<file path="src/rtl/elide_pkg.sv">
package elide_pkg;
    typedef enum logic {
        EV_ACQ = 1'b0,
        EV_REL = 1'b1
    } ev_kind_e;
endpackage

</file>
<file path="src/rtl/elide_pick.sv">
module elide_pick #(
    parameter int N  = 2,
    parameter int IW = 1
) (
    input  logic [N-1:0]  req,
    output logic          found,
    output logic [IW-1:0] idx
);
    always_comb begin
        found = 1'b0;
        idx   = '0;
        for (int i = N - 1; i >= 0; i--) begin
            if (req[i]) begin
                found = 1'b1;
                idx   = IW'(i);
            end
        end
    end
endmodule

</file>
<file path="src/rtl/elide_buf.sv">
module elide_buf #(
    parameter int ENTRIES = 2,
    parameter int ADDR_W  = 32,
    parameter int DATA_W  = 32,
    localparam int IW     = (ENTRIES > 1) ? $clog2(ENTRIES) : 1
) (
    input  logic                       clk,
    input  logic                       rst_n,
    input  logic                       alloc_en,
    input  logic [IW-1:0]              alloc_idx,
    input  logic [ADDR_W-1:0]          alloc_addr,
    input  logic [DATA_W-1:0]          alloc_data,
    input  logic                       free_en,
    input  logic [IW-1:0]              free_idx,
    input  logic                       clear_all,
    output logic [ENTRIES-1:0]         vld,
    output logic [ENTRIES*ADDR_W-1:0]  addr_flat,
    output logic [ENTRIES*DATA_W-1:0]  data_flat
);
    logic [ENTRIES-1:0]        vld_d, vld_q;
    logic [ENTRIES*ADDR_W-1:0] addr_d, addr_q;
    logic [ENTRIES*DATA_W-1:0] data_d, data_q;

    always_comb begin
        vld_d  = vld_q;
        addr_d = addr_q;
        data_d = data_q;
        if (clear_all) begin
            vld_d = '0;
        end else begin
            if (free_en) begin
                vld_d[free_idx] = 1'b0;
            end
            if (alloc_en) begin
                vld_d[alloc_idx] = 1'b1;
                addr_d[alloc_idx*ADDR_W +: ADDR_W] = alloc_addr;
                data_d[alloc_idx*DATA_W +: DATA_W] = alloc_data;
            end
        end
    end

    always_ff @(posedge clk or negedge rst_n) begin
        if (!rst_n) begin
            vld_q  <= '0;
            addr_q <= '0;
            data_q <= '0;
        end else begin
            vld_q  <= vld_d;
            addr_q <= addr_d;
            data_q <= data_d;
        end
    end

    assign vld       = vld_q;
    assign addr_flat = addr_q;
    assign data_flat = data_q;
endmodule

</file>
<file path="src/rtl/elide_ctrl.sv">
module elide_ctrl
    import elide_pkg::*;
#(
    parameter int ADDR_W    = 32,
    parameter int DATA_W    = 32,
    parameter int IP_W      = 32,
    parameter int MAX_NEST  = 4,
    parameter int ENTRIES   = 2,
    localparam int CNT_W    = $clog2(MAX_NEST + 1),
    localparam int IW       = (ENTRIES > 1) ? $clog2(ENTRIES) : 1
) (
    input  logic              clk,
    input  logic              rst_n,
    input  logic              ev_valid,
    input  logic              ev_kind,
    input  logic [ADDR_W-1:0] ev_addr,
    input  logic [DATA_W-1:0] ev_value,
    input  logic [IP_W-1:0]   ev_ip,
    output logic              ev_ready,
    output logic              commit_req,
    input  logic              commit_done,
    input  logic              commit_ok,
    output logic              abort,
    output logic [IP_W-1:0]   restart_ip,
    output logic              ignore_hints,
    output logic              active,
    output logic [CNT_W-1:0]  nest_count
);
    typedef struct packed {
        logic [CNT_W-1:0] nest;
        logic             active;
        logic [IP_W-1:0]  rip;
        logic             pend;
        logic             abort;
        logic             ign;
    } ctl_t;

    ctl_t ctl_d, ctl_q;

    logic [ENTRIES-1:0]        buf_vld;
    logic [ENTRIES*ADDR_W-1:0] buf_addr;
    logic [ENTRIES*DATA_W-1:0] buf_data;
    logic [ENTRIES-1:0]        hit_vec;
    logic                      free_found, hit_found;
    logic [IW-1:0]             free_idx, hit_idx;
    logic                      alloc_en, rel_en, clear_all;

    genvar g;
    generate
        for (g = 0; g < ENTRIES; g++) begin : g_hit
            assign hit_vec[g] = buf_vld[g] && (buf_addr[g*ADDR_W +: ADDR_W] == ev_addr);
        end
    endgenerate

    elide_pick #(.N(ENTRIES), .IW(IW)) u_free_pick (
        .req   (~buf_vld),
        .found (free_found),
        .idx   (free_idx)
    );

    elide_pick #(.N(ENTRIES), .IW(IW)) u_hit_pick (
        .req   (hit_vec),
        .found (hit_found),
        .idx   (hit_idx)
    );

    always_comb begin
        logic                accept;
        logic                abort_now;
        logic [ENTRIES-1:0]  remain;
        ctl_d      = ctl_q;
        ctl_d.abort = 1'b0;
        alloc_en   = 1'b0;
        rel_en     = 1'b0;
        clear_all  = 1'b0;
        abort_now  = 1'b0;
        remain     = buf_vld;
        accept     = ev_valid && !ctl_q.pend;

        if (accept && ev_kind_e'(ev_kind) == EV_ACQ) begin
            if (ctl_q.nest == CNT_W'(MAX_NEST)) begin
                abort_now = 1'b1;
            end else begin
                ctl_d.nest = ctl_q.nest + 1'b1;
                if (ctl_q.nest == '0) begin
                    ctl_d.active = 1'b1;
                    ctl_d.rip    = ev_ip;
                end
                alloc_en = free_found;
            end
        end

        if (accept && ev_kind_e'(ev_kind) == EV_REL && ctl_q.nest != '0) begin
            ctl_d.nest = ctl_q.nest - 1'b1;
            if (hit_found) begin
                if (buf_data[hit_idx*DATA_W +: DATA_W] == ev_value) begin
                    rel_en          = 1'b1;
                    remain[hit_idx] = 1'b0;
                end else begin
                    abort_now = 1'b1;
                end
            end
            if (!abort_now && ctl_q.nest == CNT_W'(1)) begin
                if (remain == '0) begin
                    ctl_d.pend = 1'b1;
                end else begin
                    abort_now = 1'b1;
                end
            end
        end

        if (ctl_q.pend && commit_done) begin
            if (commit_ok) begin
                ctl_d.active = 1'b0;
                ctl_d.pend   = 1'b0;
            end else begin
                abort_now = 1'b1;
            end
        end

        if (accept) begin
            ctl_d.ign = 1'b0;
        end

        if (abort_now) begin
            ctl_d.nest   = '0;
            ctl_d.active = 1'b0;
            ctl_d.pend   = 1'b0;
            ctl_d.abort  = 1'b1;
            ctl_d.ign    = 1'b1;
            clear_all    = 1'b1;
            alloc_en     = 1'b0;
            rel_en       = 1'b0;
        end
    end

    always_ff @(posedge clk or negedge rst_n) begin
        if (!rst_n) begin
            ctl_q <= '0;
        end else begin
            ctl_q <= ctl_d;
        end
    end

    elide_buf #(.ENTRIES(ENTRIES), .ADDR_W(ADDR_W), .DATA_W(DATA_W)) u_buf (
        .clk        (clk),
        .rst_n      (rst_n),
        .alloc_en   (alloc_en),
        .alloc_idx  (free_idx),
        .alloc_addr (ev_addr),
        .alloc_data (ev_value),
        .free_en    (rel_en),
        .free_idx   (hit_idx),
        .clear_all  (clear_all),
        .vld        (buf_vld),
        .addr_flat  (buf_addr),
        .data_flat  (buf_data)
    );

    assign ev_ready     = !ctl_q.pend;
    assign commit_req   = ctl_q.pend;
    assign abort        = ctl_q.abort;
    assign restart_ip   = ctl_q.rip;
    assign ignore_hints = ctl_q.ign;
    assign active       = ctl_q.active;
    assign nest_count   = ctl_q.nest;
endmodule

</file>
<file path="config.mk">
export PLATFORM = sky130hd
export DESIGN_NAME = elide_ctrl
export DESIGN_NICKNAME = d
export VERILOG_FILES = /design/src/rtl/elide_pkg.sv /design/src/rtl/elide_pick.sv /design/src/rtl/elide_buf.sv /design/src/rtl/elide_ctrl.sv
export SDC_FILE = /design/constraint.sdc
export NUM_CORES = 1
export LEC_CHECK = 0
export BUFFER_PORTS_ARGS = -buffer_cell sky130_fd_sc_hd__buf_2
export CAP_MARGIN = 20
export CORE_ASPECT_RATIO = 0.8
export CORE_MARGIN = 3
export CORE_UTILIZATION = 45
export CTS_BUF_LIST = sky130_fd_sc_hd__clkbuf_4 sky130_fd_sc_hd__clkbuf_8
export DETAILED_ROUTE_END_ITERATION = 8
export PLACE_DENSITY_LB_ADDON = 0.25
export REMOVE_ABC_BUFFERS = 1
export SYNTH_ARGS = -nofsm -noshare
export SYNTH_HDL_FRONTEND = slang
export SYNTH_SLANG_ARGS = --single-unit
</file>
<file path="constraint.sdc">
create_clock -name clk -period 3.4 [get_ports clk]
set_input_delay 0.51 -clock clk [delete_from_list [all_inputs] [get_ports clk]]
set_output_delay 0.51 -clock clk [all_outputs]
set_load 0.01 [all_outputs]
</file>
# [Word-level counts from Yosys, hierarchy flattened]
# Index checks and enable logic that the tools add are counted.
[word_totals] reg_bits=169 in_bits=102 word_cells=104
[classes] addsub=3 n_lt_le_gt_ge=4 eq_ne=6 n_shift=4 muxes=51 bitwise=7 reduce_logical=20
[ops] op="$bwmux W64" count=2
[ops] op="$shiftx A32 B34 Y64" count=2
[ops] op="$eq A32 B32 Y1" count=3
[ops] op="$mux W36" count=2
[ops] op="$shift A32 B34 Y64 const A" count=1
[ops] op="$shiftx A64 B7 Y32" count=1
[ops] op="$mux W1" count=34
[ops] op="$neg A6 Y34" count=1
[ops] op="$mux W33" count=1
[ops] op="$mux W2" count=7
[ops] op="$logic_and A1 B1 Y1" count=10
[ops] op="$mux W3" count=2
[ops] op="$reduce_bool A3 Y1" count=2
[ops] op="$lt A1 B2 Y1 const B" count=2
[ops] op="$mux W4" count=1
[ops] op="$not A2 Y2" count=2
[ops] op="$reduce_and A2 Y1" count=2
[ops] op="$add A3 B1 Y3 const B" count=1
[ops] op="$eq A3 B1 Y1 const B" count=1
[ops] op="$eq A3 B3 Y1 const B" count=1
[ops] op="$logic_not A3 Y1" count=1
[ops] op="$ne A3 B1 Y1 const B" count=1
[ops] op="$not A1 Y1" count=3
[ops] op="$reduce_and A3 Y1" count=1
[ops] op="other kinds (8)" count=11

# [Logic depth before layout (Yosys ltp)]
# Gate-level depths: netlist of the first run.
[depth] depth_word=25 ltp_mapped=10

# [By module]
# From an unflattened synthesis of the first run, not the netlist that was laid out.
[unflattened] cells_unflattened=649 hier_area_um2=8250.4
[by_module_without_submodules] mod="elide_buf" n_inst=1 cells_per_inst=280 area_per_inst_um2=5093.6
[by_module_without_submodules] mod="elide_ctrl" n_inst=1 cells_per_inst=365 area_per_inst_um2=3126.7
[by_module_without_submodules] mod="elide_pick" n_inst=2 cells_per_inst=2 area_per_inst_um2=15.0

# [Worst setup path after synthesis of the first run]
# OpenSTA, ideal clock, no wires.
[synth_timing] kind="input to register" startpoint="in ev_addr[23]" endpoint="reg ctl_q (netlist bit active)" setup_ps=96 t_arrival_ps=2679 required_time_ps=3304 path_slack_ps=626 path_stages=9 path_buffers=0 path_cell_list="xor2_1 nor4_1 nand4_1 or4_1 nand2b_1 mux2i_1 a311o_1 o211ai_4 a311oi_2"
[synth_lines] item="start: declaration" line_no="elide_ctrl.sv:16" text="input logic [ADDR_W-1:0] ev_addr,"
[synth_lines] item="end signal: assignment" line_no="elide_ctrl.sv:141" text="ctl_q <= ctl_d;"
[synth_lines] item="end: declaration" line_no="elide_ctrl.sv:38" text="ctl_t ctl_d, ctl_q;"

==> results of run 1 <==
final timing paths:
| check | startpoint | endpoint | cells past startpoint |
|---|---|---|---|
| worst max-delay path | u_buf.addr_flat[10] | active | 9 |
| worst min-delay path | rst_n | restart_ip[0] | 1 |
| worst max register to register | u_buf.addr_flat[10] | active | 9 |
| worst min register to register | u_buf.data_flat[42] | u_buf.data_flat[42] | 2 |
| max in group asynchronous | rst_n | u_buf.addr_flat[5] | 2 |
| min in group clk | ev_ip[4] | restart_ip[4] | 2 |
critical path, cell delays in order, from the launching register on:
cell      delay (ps)
dfrtp_1          390
xor2_1           200
nor4_1           330
nand4_1          170
or4_1            640
nand2b_1         130
mux2i_1          390
a311o_1          330
o211ai_4         150
a311oi_2         260
layer usage:
layer	routed length [µm]	vias to the layer above	global-route usage [%]
li1	-	2603	-
met1	8410	2648	26.0
met3	1080	13	4.81
met4	176	2	4.84
met5	13	-	0
met2	7840	149	27.7
cells in the final DEF (no fill, tap or decap), types with 2 or more instances in the layout:
master / instances
bufinv_16: 2
clkinv_2: 4
nand2_1: 30
a21oi_1: 5
nor2_1: 6
buf_12: 3
inv_1: 21
xor2_1: 84
nor4b_1: 2
buf_4: 4
xnor2_1: 26
nor2b_1: 6
nand4_1: 11
a22oi_1: 3
a22o_1: 2
mux2_2: 143
dfrtp_1: 169
nand3_1: 6
inv_2: 2
o22ai_1: 6
nand2b_1: 7
ha_1: 4
clkbuf_8: 19
o21ai_0: 19
nor3_1: 7
or3_1: 3
or4_1: 4
inv_6: 2
buf_2: 140
clkinv_4: 4
nand4b_1: 5
nor4_1: 30
o221ai_1: 2
o21ai_1: 2
state kept, by name, summed over array words and instances, names as in the netlist:
name,cells
active,1
commit_req,1
restart_ip,32
nest_count,3
ignore_hints,1
abort,1
u_buf.vld,2
u_buf.addr_flat,64
u_buf.data_flat,64
cell type report:
cell class | count | area share (%)
multi-input cells | 436 | 39.0
well taps | 225 | 2.94
repair buffers | 149 | 8.67
flip-flops and latches | 169 | 44.2
inverters | 23 | 0.903
clock inverters | 13 | 1.50
clock buffers | 19 | 2.73
logic make-up after synthesis:
| family | Yosys count |
|---|---|
| xor+xnor | 110 |
| flops | 169 |
| mux | 144 |
| simple gates | 125 |
| buf+inv | 44 |
| fa+ha+maj | 4 |
| compound gates | 53 |
power groups by stage:
stage	sequential [mW]	clock [mW]	combinational (mW)
after floorplan	3.68	0	1.97
after global placement	3.64	0	2.81
after detailed placement	3.71	0	2.91
after CTS	3.67	1.52	2.92
after global routing	3.80	1.60	3.21
final	3.66	1.47	2.89
==> results.sh, run 1 <==
export IMPL_run_status="finished, final reports clean"
export IMPL_fin_ws_ps=332
export IMPL_synth_compound_area_share_pct=4.64
export IMPL_max_cap_violations=0
export IMPL_ir_drop_uv=335
export IMPL_muxShareOfSynthArea_pct=20.0
export IMPL_power_switching_share_pct=34.2
export IMPL_fmax_mhz=326
export IMPL_tritoncts="yes"
export IMPL_timing_hold_ws_ps=95.7
export IMPL_worstPathRequired_ps=3770
export IMPL_tns_ps=0
export IMPL_ys_seq_elements=169
export IMPL_synth_common_cells="dfrtp_1, mux2_2, xor2_1"
export IMPL_synth_seq_area_share_pct=52.1
export IMPL_cts_root_buf="clkbuf_8"
export IMPL_drtAntennaViolNets=0
export IMPL_synth_main_ff_cell="dfrtp_1"
export IMPL_synth_top_cells_by_area="dfrtp_1, mux2_2, xor2_1, xnor2_1, nor4_1"
export IMPL_yosys_warnings=0
export IMPL_ios=142
export IMPL_hold_path_class="primary input to async pin"
export IMPL_yosysMostFrequentCell="dfrtp_1"
export IMPL_placed_cells=1002
export IMPL_start_util_pct=46.4
export IMPL_antenna_cells_inserted=0
export IMPL_h_tree_depth=4
export IMPL_fin_worst_skew_ps=14.0
export IMPL_utilization_pct=54.7
export IMPL_switching_power_mw=2.74
export IMPL_worst_setup_path_type="register to register"
export IMPL_die_h_um=126
export IMPL_fin_area_um2=9560
export IMPL_hpwl_um=12900
export IMPL_core_area_um2=17500
export IMPL_synth_top_area_share_pct=52.1
export IMPL_remaining_drc_errors=0
export IMPL_p_total_mw=8.02
export IMPL_power_per_cell_area_nw_per_um2=839
export IMPL_post_cts_buffers=0
export IMPL_ys_types=51
export IMPL_viasPerCell=5.24
export IMPL_grt_overflow_total=0
export IMPL_synthArstFlopShare_pct=100
export IMPL_syn_cell_area_um2=8120
export IMPL_io_buffers=141
export IMPL_cts_buffers=17
export IMPL_place_gp_congestion=0.834
export IMPL_clock_sinks=169
export IMPL_synthAdderAreaFrac_pct=0.616
export IMPL_arrival_ps=3440
export IMPL_grt_pass1_vias=5489
export IMPL_syn_to_final_growth_pct=17.8
export IMPL_setup_violations=0
export IMPL_period_share_pct=90.2
export IMPL_synth_top_family_by_area="multiplexers"
export IMPL_vias=5415
export IMPL_synth_xor_area_share_pct=11.9
export IMPL_maxSlewHeadroom_pct=34.2
export IMPL_synth_simple_area_share_pct=8.78
export IMPL_p_int_mw=5.28
export IMPL_p_leak_nw=4.30
export IMPL_die_area_um2=19700
export IMPL_rsz0062_at_grt="false"
export IMPL_regArea_um2=4230
export IMPL_grt_usage_pct=18.2
export IMPL_drt_pass1_iterations=4
export IMPL_grt_max_degree=88
export IMPL_syn_area_per_cell_um2=12.5
export IMPL_clkPwrFrac_pct=18.3
export IMPL_rows=43
export IMPL_p_seq_share_pct=45.7
export IMPL_netlist_instances=649
export IMPL_fillers=1490
export IMPL_cts_hold_buffers=0
export IMPL_hold_viol=0
export IMPL_die_w_um=156
export IMPL_drive_gt1_share_pct=41.0
export IMPL_place_ws_ps=65.6
export IMPL_pwr_share_comb_pct=36.0
export IMPL_post_route_min_period_ps=3070
export IMPL_detailed_place_area_um2=9160
export IMPL_critPathMaxFanout=8
export IMPL_yosysTopAreaCell="dfrtp_1"
export IMPL_multiInputGateArea_um2=3730
export IMPL_routed_wl_um=17500
export IMPL_grt_pass1_wl_um=28300
export IMPL_cts_resized=0
export IMPL_antenna_found_initial=1
export IMPL_clk_latency_ps=450
export IMPL_layout_cells_non_filler=1034
export IMPL_synth_edf_count=0
export IMPL_end_kind="register"
export IMPL_r2r_slack_ps=330
export IMPL_start_kind="register"
export IMPL_initialDrtViolationCount=376
export IMPL_drt_wirelength_per_cell_um=16.9
export IMPL_finalMaxSlewViolations=0
export IMPL_fin_nets=902
export IMPL_worst_slew_pin_slew_ps=987
export IMPL_clockBufferDepth=2
export IMPL_clkTransAtPathRegs_ps=100
Note: power is estimated with default switching activity, not from simulation.
==> run 2, diff against run 1 <==
--- a/config.mk
+++ b/config.mk
@@ -5,6 +5,7 @@
 export SDC_FILE = /design/constraint.sdc
 export NUM_CORES = 1
 export LEC_CHECK = 0
+export ABC_AREA = 1
 export BUFFER_PORTS_ARGS = -buffer_cell sky130_fd_sc_hd__buf_2
 export CAP_MARGIN = 20
 export CORE_ASPECT_RATIO = 0.8
==> run 2 against run 1 <==
Sequential power down 3%. Flip-flop and latch count unchanged. First-iteration DRC count up 88%. Worst setup slack worse by 14 ps. Largest power group unchanged.
==> results.sh, run 2 <==
export IMPL_run_status="finished, final reports clean"
export IMPL_grtUsageMet3_pct=5.07
export IMPL_place_gp_congestion=0.931
export IMPL_utilization_pct=55.4
export IMPL_grtUsageMet1_pct=33.4
export IMPL_clkTransAtPathRegs_ps=90
export IMPL_grt_max_degree=97
export IMPL_slowest_delay_ps=410
export IMPL_cts_hold_buffers=0
export IMPL_final_cell_mix="nand2_1, dfrtp_1, inv_1, buf_2, o21ai_0"
export IMPL_clock_sinks=169
export IMPL_cp_top_family="simple AND/OR/NAND/NOR gates"
export IMPL_initialDrtViolationCount=706
export IMPL_h_tree_depth=4
export IMPL_netlist_instances=1254
export IMPL_ios=142
export IMPL_layout_commonest_cell="nand2_1"
export IMPL_maxSlewHeadroom_pct=48.1
export IMPL_cts_buffers=17
export IMPL_clk_latency_ps=460
export IMPL_yosysMostFrequentCell="nand2_1"
export IMPL_path_cells="inv_1 -> nand2_1 -> nand2_1 -> nand2_1 -> nor3_1 -> nand3_1 -> nor2_4 -> buf_4 -> clkbuf_16 -> nand3_1 -> nand2_1 -> nand2_1 -> nand2_1 -> nand2_1 -> nor2_1 -> nand2_1 -> nor2_4 -> nand2_1 -> a21oi_2 -> nand2_2 -> nand4_1 -> nand2_1 -> a21oi_1"
export IMPL_critPathMostFrequentCell="nand2_1"
export IMPL_start_kind="register"
export IMPL_grt_pass1_wl_um=37800
export IMPL_cts_root_buf="clkbuf_8"
export IMPL_die_h_um=133
export IMPL_fmax_mhz=324
export IMPL_viasPerCell=4.95
export IMPL_routed_wl_um=23500
export IMPL_drtAntennaViolNets=0
export IMPL_yosys_warnings=0
export IMPL_period_share_pct=90.6
export IMPL_start_util_pct=47.0
export IMPL_layout_cells_non_filler=1666
export IMPL_hold_viol=0
export IMPL_yosysTopAreaCell="dfrtp_1"
export IMPL_post_route_min_period_ps=3080
export IMPL_arrival_ps=3450
export IMPL_grt_usage_pct=21.6
export IMPL_gr_usage_met2_pct=30.6
export IMPL_synth_common_cells="nand2_1, dfrtp_1, inv_1"
export IMPL_synth_top_cells_by_area="dfrtp_1, nand2_1, o21ai_0, inv_1, nand3_1"
export IMPL_hpwl_um=16800
export IMPL_die_w_um=165
export IMPL_remaining_drc_errors=0
export IMPL_grt_pass1_vias=7548
export IMPL_fin_nets=1501
export IMPL_end_kind="register"
export IMPL_drive_gt1_share_pct=18.3
export IMPL_fin_worst_skew_ps=11.7
export IMPL_worst_setup_path_type="register to register"
export IMPL_grt_overflow_total=0
export IMPL_syn_to_final_growth_pct=17.8
export IMPL_p_leak_nw=5.88
export IMPL_max_cap_violations=0
export IMPL_ys_seq_elements=169
export IMPL_worst_slew_pin_slew_ps=779
export IMPL_clockBufferDepth=2
export IMPL_rows=45
export IMPL_synth_edf_count=0
export IMPL_syn_area_per_cell_um2=7.28
export IMPL_vias=8239
export IMPL_die_area_um2=22000
export IMPL_synth_top_area_share_pct=46.3
export IMPL_synth_main_ff_cell="dfrtp_1"
export IMPL_synthArstFlopShare_pct=100
export IMPL_crit_slowest_cell="dfrtp_1"
export IMPL_grt_busiest_layer="met1"
export IMPL_timing_hold_ws_ps=78.2
export IMPL_hold_path_class="primary input to async pin"
export IMPL_setup_violations=0
export IMPL_tritoncts="yes"
export IMPL_ys_types=31
export IMPL_finalMaxSlewViolations=0
export IMPL_antenna_cells_inserted=0
export IMPL_placed_cells=1627
export IMPL_drt_wirelength_per_cell_um=14.1
export IMPL_drt_pass1_iterations=5
export IMPL_synth_seq_area_share_pct=46.3
export IMPL_critPathMaxFanout=12
export IMPL_core_area_um2=19400
export IMPL_syn_cell_area_um2=9130
export IMPL_io_buffers=141
export IMPL_power_per_cell_area_nw_per_um2=767
export IMPL_crit_buf_inv=3
export IMPL_ir_drop_uv=416
export IMPL_worstPathRequired_ps=3770
export IMPL_antenna_found_initial=0
==> run 2: cell count changes after synthesis, sizes merged, moves of 14 or more <==
cell and change:
nor4 -30, xor2 -79, clkbuf +14, nand3 +79, o21ai +119, nand2 +461, mux2 -111, nor2 +56
inv +143
==> run 2: final timing paths <==
check                                          from                  end  slack (ps)  cells past startpoint
worst min-delay path                          rst_n  u_buf.addr_flat[25]          80                      1
max in group asynchronous                     rst_n       restart_ip[15]        2520                      2
worst max register to register  u_buf.addr_flat[52]         u_buf.vld[1]         320                     23
worst min register to register  u_buf.data_flat[56]  u_buf.data_flat[56]         480                      2
worst max-delay path            u_buf.addr_flat[52]         u_buf.vld[1]         320                     23
min in group clk                          ev_ip[20]       restart_ip[20]         280                      2
==> run 2: power breakdown <==
group | leakage [nW] | switching [mW] | internal [mW]
logic | 3.55 | 1.87 | 1.31
registers | 2.11 | 0.605 | 2.94
clock network | 0.216 | 0.773 | 0.765
total | 5.88 | 3.24 | 5.01
==> run 2: cell families after synthesis <==
| kind of cell | count (synthesis) | synth area share [%] |
|---|---|---|
| muxes | 32 | 3.95 |
| DFF | 169 | 46.3 |
| and+or+nand+nor | 673 | 30.2 |
| buffers and inverters | 206 | 8.76 |
| adders and majority gates | 4 | 0.548 |
| xor gates and xnor gates | 18 | 1.73 |
| AOI/OAI and AO/OA | 152 | 8.47 |
==> run 2: what timing repair did <==
| action | 4_1_cts | 5_1_grt |
|---|---|---|
| gates resized for setup | 0 | 10 |
| endpoints found under the setup margin | 0 | 8 |
| buffers inserted | 0 | 4 |
==> run 2: routing by layer <==
layer | share of wire (%) | vias to the layer above
li1 | - | 4202
met1 | 49 | 3744
met2 | 42 | 264
met3 | 7.4 | 29
met4 | 1.5 | 0
met5 | 0 | -
==> run 2: metrics by stage <==
step | instance area, µm² | TNS, ps | setup WS, ps | total power [mW]
floorplan | 8950 | -227830 | -3280 | 5.69
global placement | 10200 | 0 | 55.4 | 6.61
detailed placement | 10200 | -28.9 | -16.5 | 6.69
CTS | 10600 | 0 | 211 | 8.26
global route | 10800 | -13.2 | -13.2 | 9.01
finish | 10800 | 0 | 318 | 8.25
==> run 2: worst reg2reg max path: cells and delay by family (launching register included) <==
kind,cells,cell delay [ps]
AO/OA/AOI/OAI,2,330
flip-flops,1,410
buffers and inverters,3,370
AND/OR/NAND/NOR,18,1900
==> run 2: area by class of cell <==
type	count	area, µm²
Clock inverter	13	168
Fill cell	1843	8670
Inverter	166	623
Clock buffer	19	255
Tap cell	258	323
Timing Repair Buffer	161	978
Multi-Input combinational cell	880	4180
Sequential cell	169	4230
